File: src/rtl/mad_pkg.sv
package mad_pkg;

  typedef enum logic [2:0] {
    OP_APB = 3'd0,
    OP_APA = 3'd1,
    OP_BPB = 3'd2,
    OP_AMB = 3'd3,
    OP_BMA = 3'd4
  } mad_op_e;

  // Pairings that subtract in stage one and bypass reduction.
  function automatic logic op_is_sub(input logic [2:0] op);
    return (op == OP_AMB) || (op == OP_BMA);
  endfunction

endpackage

File: src/rtl/mad_stage1.sv
module mad_stage1 #(
  parameter int W = 128
) (
  input  logic [W-1:0] a,
  input  logic [W-1:0] b,
  input  logic [2:0]   op,
  input  logic         cin,
  output logic [W-1:0] sum,
  output logic         cout
);
  import mad_pkg::*;

  function automatic logic [W:0] add_c(input logic [W-1:0] x,
                                       input logic [W-1:0] y,
                                       input logic c);
    return {1'b0, x} + {1'b0, y} + {{W{1'b0}}, c};
  endfunction

  logic [W-1:0] opx, opy;

  always_comb begin
    unique case (op)
      OP_APA:  begin opx = a; opy = a;  end
      OP_BPB:  begin opx = b; opy = b;  end
      OP_AMB:  begin opx = a; opy = ~b; end
      OP_BMA:  begin opx = b; opy = ~a; end
      default: begin opx = a; opy = b;  end
    endcase
  end

  assign {cout, sum} = add_c(opx, opy, cin);

endmodule

File: src/rtl/mad_stage2.sv
module mad_stage2 #(
  parameter int W = 128
) (
  input  logic [W-1:0] s,
  input  logic [W-1:0] n,
  input  logic         cin,
  output logic [W-1:0] d,
  output logic         cout
);
  // cout high means no borrow out of this word.
  function automatic logic [W:0] sub_c(input logic [W-1:0] x,
                                       input logic [W-1:0] y,
                                       input logic c);
    return {1'b0, x} + {1'b0, ~y} + {{W{1'b0}}, c};
  endfunction

  assign {cout, d} = sub_c(s, n, cin);

endmodule

File: src/rtl/mad_drain.sv
module mad_drain #(
  parameter int W    = 128,
  parameter int MAXW = 4,
  localparam int IW  = (MAXW > 1) ? $clog2(MAXW) : 1,
  localparam int LW  = $clog2(MAXW + 1)
) (
  input  logic          clk,
  input  logic          rst_n,
  input  logic          wr_en,
  input  logic [IW-1:0] wr_idx,
  input  logic [W-1:0]  sum_w,
  input  logic [W-1:0]  dif_w,
  input  logic          start,
  input  logic [LW-1:0] len_in,
  input  logic          sel_in,
  output logic          busy,
  output logic          last,
  output logic          sel,
  output logic [W-1:0]  word
);
  logic [W-1:0]  sbuf [MAXW];
  logic [W-1:0]  dbuf [MAXW];
  logic [IW-1:0] rd_q;
  logic [LW-1:0] len_q;
  logic          busy_q, sel_q;

  genvar g;
  generate
    for (g = 0; g < MAXW; g++) begin : g_slot
      always_ff @(posedge clk) begin
        if (wr_en && wr_idx == IW'(g)) begin
          sbuf[g] <= sum_w;
          dbuf[g] <= dif_w;
        end
      end
    end
  endgenerate

  logic at_end;
  assign at_end = ({{(LW-IW){1'b0}}, rd_q} == len_q - LW'(1));

  always_ff @(posedge clk or negedge rst_n) begin
    if (!rst_n) begin
      busy_q <= 1'b0;
      rd_q   <= '0;
      len_q  <= '0;
      sel_q  <= 1'b0;
    end else if (start) begin
      busy_q <= 1'b1;
      rd_q   <= '0;
      len_q  <= len_in;
      sel_q  <= sel_in;
    end else if (busy_q) begin
      rd_q <= rd_q + IW'(1);
      if (at_end) busy_q <= 1'b0;
    end
  end

  assign busy = busy_q;
  assign sel  = sel_q;
  assign last = busy_q && at_end;
  assign word = busy_q ? (sel_q ? dbuf[rd_q] : sbuf[rd_q]) : '0;

endmodule

File: src/rtl/mod_add_dp.sv
module mod_add_dp #(
  parameter int W    = 128,
  parameter int MAXW = 4,
  localparam int IW  = (MAXW > 1) ? $clog2(MAXW) : 1,
  localparam int LW  = $clog2(MAXW + 1)
) (
  input  logic         clk,
  input  logic         rst_n,
  input  logic         in_valid,
  input  logic         in_first,
  input  logic         in_last,
  input  logic [2:0]   in_op,
  input  logic [W-1:0] in_a,
  input  logic [W-1:0] in_b,
  input  logic [W-1:0] in_n,
  output logic         out_valid,
  output logic         out_last,
  output logic [W-1:0] out_word
);
  import mad_pkg::*;

  logic [2:0]    op_q, op_eff;
  logic [IW-1:0] idx_q, idx;
  logic          c1_q, c2_q;
  logic          cin1, cin2;
  logic [W-1:0]  sum_w, dif_w;
  logic          c1, c2;
  logic          busy, accept, accept_last, op_sub, reduce, drain_sel;
  logic [LW-1:0] len;

  // Chain flags are ignored (treated as cleared) on a first word.
  assign op_eff = in_first ? in_op : op_q;
  assign idx    = in_first ? '0 : idx_q;
  assign op_sub = op_is_sub(op_eff);
  assign cin1   = in_first ? op_sub : c1_q;
  assign cin2   = in_first ? 1'b1   : c2_q;

  mad_stage1 #(.W(W)) u_s1 (
    .a(in_a), .b(in_b), .op(op_eff), .cin(cin1), .sum(sum_w), .cout(c1)
  );

  mad_stage2 #(.W(W)) u_s2 (
    .s(sum_w), .n(in_n), .cin(cin2), .d(dif_w), .cout(c2)
  );

  assign accept      = in_valid && !busy;
  assign accept_last = accept && (in_last || idx == IW'(MAXW - 1));
  // Reduce on carry out, or when the subtraction of N did not borrow.
  assign reduce      = !op_sub && (c1 || c2);
  assign len         = {{(LW-IW){1'b0}}, idx} + LW'(1);

  always_ff @(posedge clk or negedge rst_n) begin
    if (!rst_n) begin
      op_q  <= '0;
      idx_q <= '0;
      c1_q  <= 1'b0;
      c2_q  <= 1'b0;
    end else if (accept) begin
      op_q  <= op_eff;
      c1_q  <= c1;
      c2_q  <= c2;
      idx_q <= accept_last ? '0 : idx + IW'(1);
    end
  end

  mad_drain #(.W(W), .MAXW(MAXW)) u_drain (
    .clk(clk), .rst_n(rst_n),
    .wr_en(accept), .wr_idx(idx), .sum_w(sum_w), .dif_w(dif_w),
    .start(accept_last), .len_in(len), .sel_in(reduce),
    .busy(busy), .last(out_last), .sel(drain_sel), .word(out_word)
  );

  assign out_valid = busy;

endmodule

File: config.mk
export PLATFORM = sky130hd
export DESIGN_NAME = mod_add_dp
export DESIGN_NICKNAME = d
export VERILOG_FILES = /design/src/rtl/mad_pkg.sv /design/src/rtl/mad_stage1.sv /design/src/rtl/mad_stage2.sv /design/src/rtl/mad_drain.sv /design/src/rtl/mod_add_dp.sv
export SDC_FILE = /design/constraint.sdc
export NUM_CORES = 2
export LEC_CHECK = 0
export CAP_MARGIN = 20
export CORE_MARGIN = 2
export CORE_UTILIZATION = 60
export DETAILED_ROUTE_END_ITERATION = 16
export DONT_BUFFER_PORTS = 1
export PLACE_DENSITY_LB_ADDON = 0.2
export SYNTH_ARGS = -nofsm -noshare
export SYNTH_HDL_FRONTEND = slang
export SYNTH_SLANG_ARGS = --single-unit
File: constraint.sdc
create_clock -name clk -period 13.6 [get_ports clk]
set_clock_uncertainty 0.2 [all_clocks]
set_input_delay 2.72 -clock clk [delete_from_list [all_inputs] [get_ports clk]]
set_output_delay 2.72 -clock clk [all_outputs]
set_load 0.01 [all_outputs]
==> flow_metrics.py <==
metrics = {
    "cts": {
        "post_cts_buffers": 0,
        "cts_hold_buffers": 0,
        "clkLatencyLatePin_ns": 0.72,
        "clk_pin_slew_ns": 0.06,
        "cts-htree-levels": 3,
        "root_buffer": "clkbuf_16",
        "cts_buffers": 107,
        "cts.sinks": 1038,
        "cts_tree": "built",
        "max-clock-path-buffers": 3,
        "cts_resized": 0,
    },
    "detailed_routing": {
        "dr.pass1.iters": 6,
        "drtAntennaViolNets": 0,
        "wirelength_um": 194000,
        "wl_per_cell_um": 29.5,
        "drtIter0Drc": 5713,
        "vias": 45500,
        "drc": 0,
        "via_per_inst": 6.90,
    },
    "global_route": {
        "antenna_found_initial": 1,
        "overflow": 0,
        "grt_pass1_wl_um": 283000,
        "grt_pass1_vias": 43200,
        "gr-usage-all-layers": 0.359,
        "grt_max_degree": 191,
    },
    "floorplan": {
        "pin_count": 522,
        "rows": 117,
        "core_um2": 102000,
        "die_x_um": 326,
        "die_h_um": 326,
        "start_util": 0.607,
        "dieArea_um2": 106000,
    },
    "sta": {
        "tns_ns": 0,
        "hold_ws_ns": 0.277,
        "rsz0062_at_grt": "false",
        "tightest_slew_ns": 1.10,
        "fmax_mhz": 83.2,
        "slew_viol_final": 0,
        "relSlewSlack": 0.269,
        "final.min_clock_period_ns": 12.02,
        "finalHoldViolations": 0,
        "setup-violations-final": 0,
        "min_period_over_period": 0.884,
    },
    "logic_synthesis": {
        "ys_warn_count": 0,
        "synth-edff-count": 1024,
        "avgSynthCellArea_um2": 11.6,
        "synthFlopType": "edfxtp_1",
        "ys_ff_latch": 1038,
        "synth_nets": 5987,
        "synth_top_area_frac": 0.496,
        "async_flop_share": 0.0135,
        "netlist-cell-type-count": 74,
        "synth_largest_area_cell": "edfxtp_1",
        "synth-seq-area-share": 0.501,
        "yosys-top-cells-area": "edfxtp_1 50%, mux4_2 9.3%, ha_1 5.2%",
        "netlist_instances": 5332,
        "synthesis.area_um2": 62000,
    },
    "cells_and_area": {
        "area_delta_synth_final_pct": 7.02,
        "final_nets": 5796,
        "layout_common_cells": "1024 x edfxtp_1, 479 x nor2_1, 417 x a21oi_1",
        "final_common_cell": "edfxtp_1",
        "seqCellArea_um2": 31100,
        "drive_gt1_frac": 0.120,
        "multi_input_area_um2": 28900,
        "n_fill_cell": 7776,
    },
    "critical_path": {
        "reg2reg_from": "op_q[2]",
        "crit_fanout": 42,
        "cp_data_required_time_ns": 13.82,
        "path_buf_inv": 0,
        "critPathTopFamily": "compound AO/OA/AOI/OAI gates",
        "reg2reg_slack_ns": 3.21,
        "crit_top_cell": "nand2_1",
        "critPathKind": "input pin to register",
        "crit_slowest_cell": "o31ai_1",
        "critPathLaunch": "in_first",
        "max_stage_delay_ns": 0.85,
        "cp-end-kind": "register",
        "cp-start-kind": "input pin",
        "crit_arrival_ns": 12.24,
    },
    "placed_design": {
        "place_congestion": 1.04,
        "post-dp-hpwl_um": 143000,
        "io_buffers": 0,
    },
    "worst_hold_path": {
        "holdCritStartpoint": "idx_q[1]",
        "hold_path_class": "register to register",
    },
    "status": {
        "status": "completed",
    },
    "run": {
        "maxCapViolations": 0,
    },
}
## synth_stat cells (all sizes together) (25+ instances only)
master / n
edfxtp: 1024
nor2: 481
a21oi: 418
nand2: 416
o21ai: 360
clkbuf: 286
ha: 259
mux4: 256
inv: 216
xnor2: 166
a21o: 145
o211ai: 138
mux2i: 134
a221oi: 132
nand4: 132
mux2: 129
o21bai: 88
xor2: 86
buf: 60
nor3: 53
nand3: 36
o21a: 33
a31oi: 26
nor2b: 25
## worst paths after layout
kind	end	cells past startpoint
setup / recovery	u_drain.dbuf[3][114]	30
hold / removal	idx_q[1]	2
setup reg to reg	u_drain.dbuf[3][114]	30
hold reg to reg	idx_q[1]	2
max in group asynchronous	u_drain.sel	0
min in group asynchronous	op_q[1]	0
## metal layers
metal  track usage  share of wire
met2         0.548           0.45
met5             0       0.000062
met1         0.494           0.39
met3        0.0993           0.11
met4         0.139          0.045
## sequential cells by signal (all words and copies together), names as in the netlist
signal and cells:
u_drain.rd_q 2, u_drain.sbuf 512, u_drain.len_q 3, c1_q 1, c2_q 1, u_drain.sel 1, op_q 3, u_drain.dbuf 512
u_drain.busy 1, idx_q 2
## stage by stage
| step | cell area (um2) | util | worst slack, ns | instances |
|---|---|---|---|---|
| final | 66400 | 0.650 | 1.58 | 6598 |
| after global routing | 66400 | 0.650 | 1.08 | 6597 |
| after CTS | 66400 | 0.650 | 1.77 | 6596 |
| after detailed placement | 62900 | 0.616 | 1.06 | 6399 |
| after global placement | 62900 | 0.616 | 1.29 | 6399 |
| after floorplan | 62000 | - | 3.06 | 5332 |
## cells by family (layout without fill, tap and decap cells)
group	after synthesis	after routing	share of synthesized area
AOI/OAI and AO/OA	1455	1455	0.150
other	0	1	0
buffers and inverters	562	459	0.0341
muxes	519	519	0.138
DFF	1038	1038	0.501
xor gates and xnor gates	252	252	0.0356
and+or+nand+nor	1243	1243	0.0879
adders and majority gates	263	263	0.0535
## layout make-up
cell class	instances	area share
antenna	1	0.0000377
clock buffer	127	0.0418
clock inverter	70	0.0103
inverter	216	0.0122
multi-input combinational	3732	0.435
sequential	1038	0.468
tap	1368	0.0258
timing repair buffer	46	0.00626
## worst register-to-register path, delay by kind of cell (launching register included)
kind,cells,cell delay (ns)
AND/OR/NAND/NOR,9,1.86
AO/OA/AOI/OAI,14,4.93
XOR/XNOR,2,0.67
adder cells (fa/ha/maj),3,1.35
flip-flops,1,0.40
multiplexers,2,0.66
Power is not shown: default switching activity piles up to over one toggle a cycle in this logic, so the estimate is an artifact.
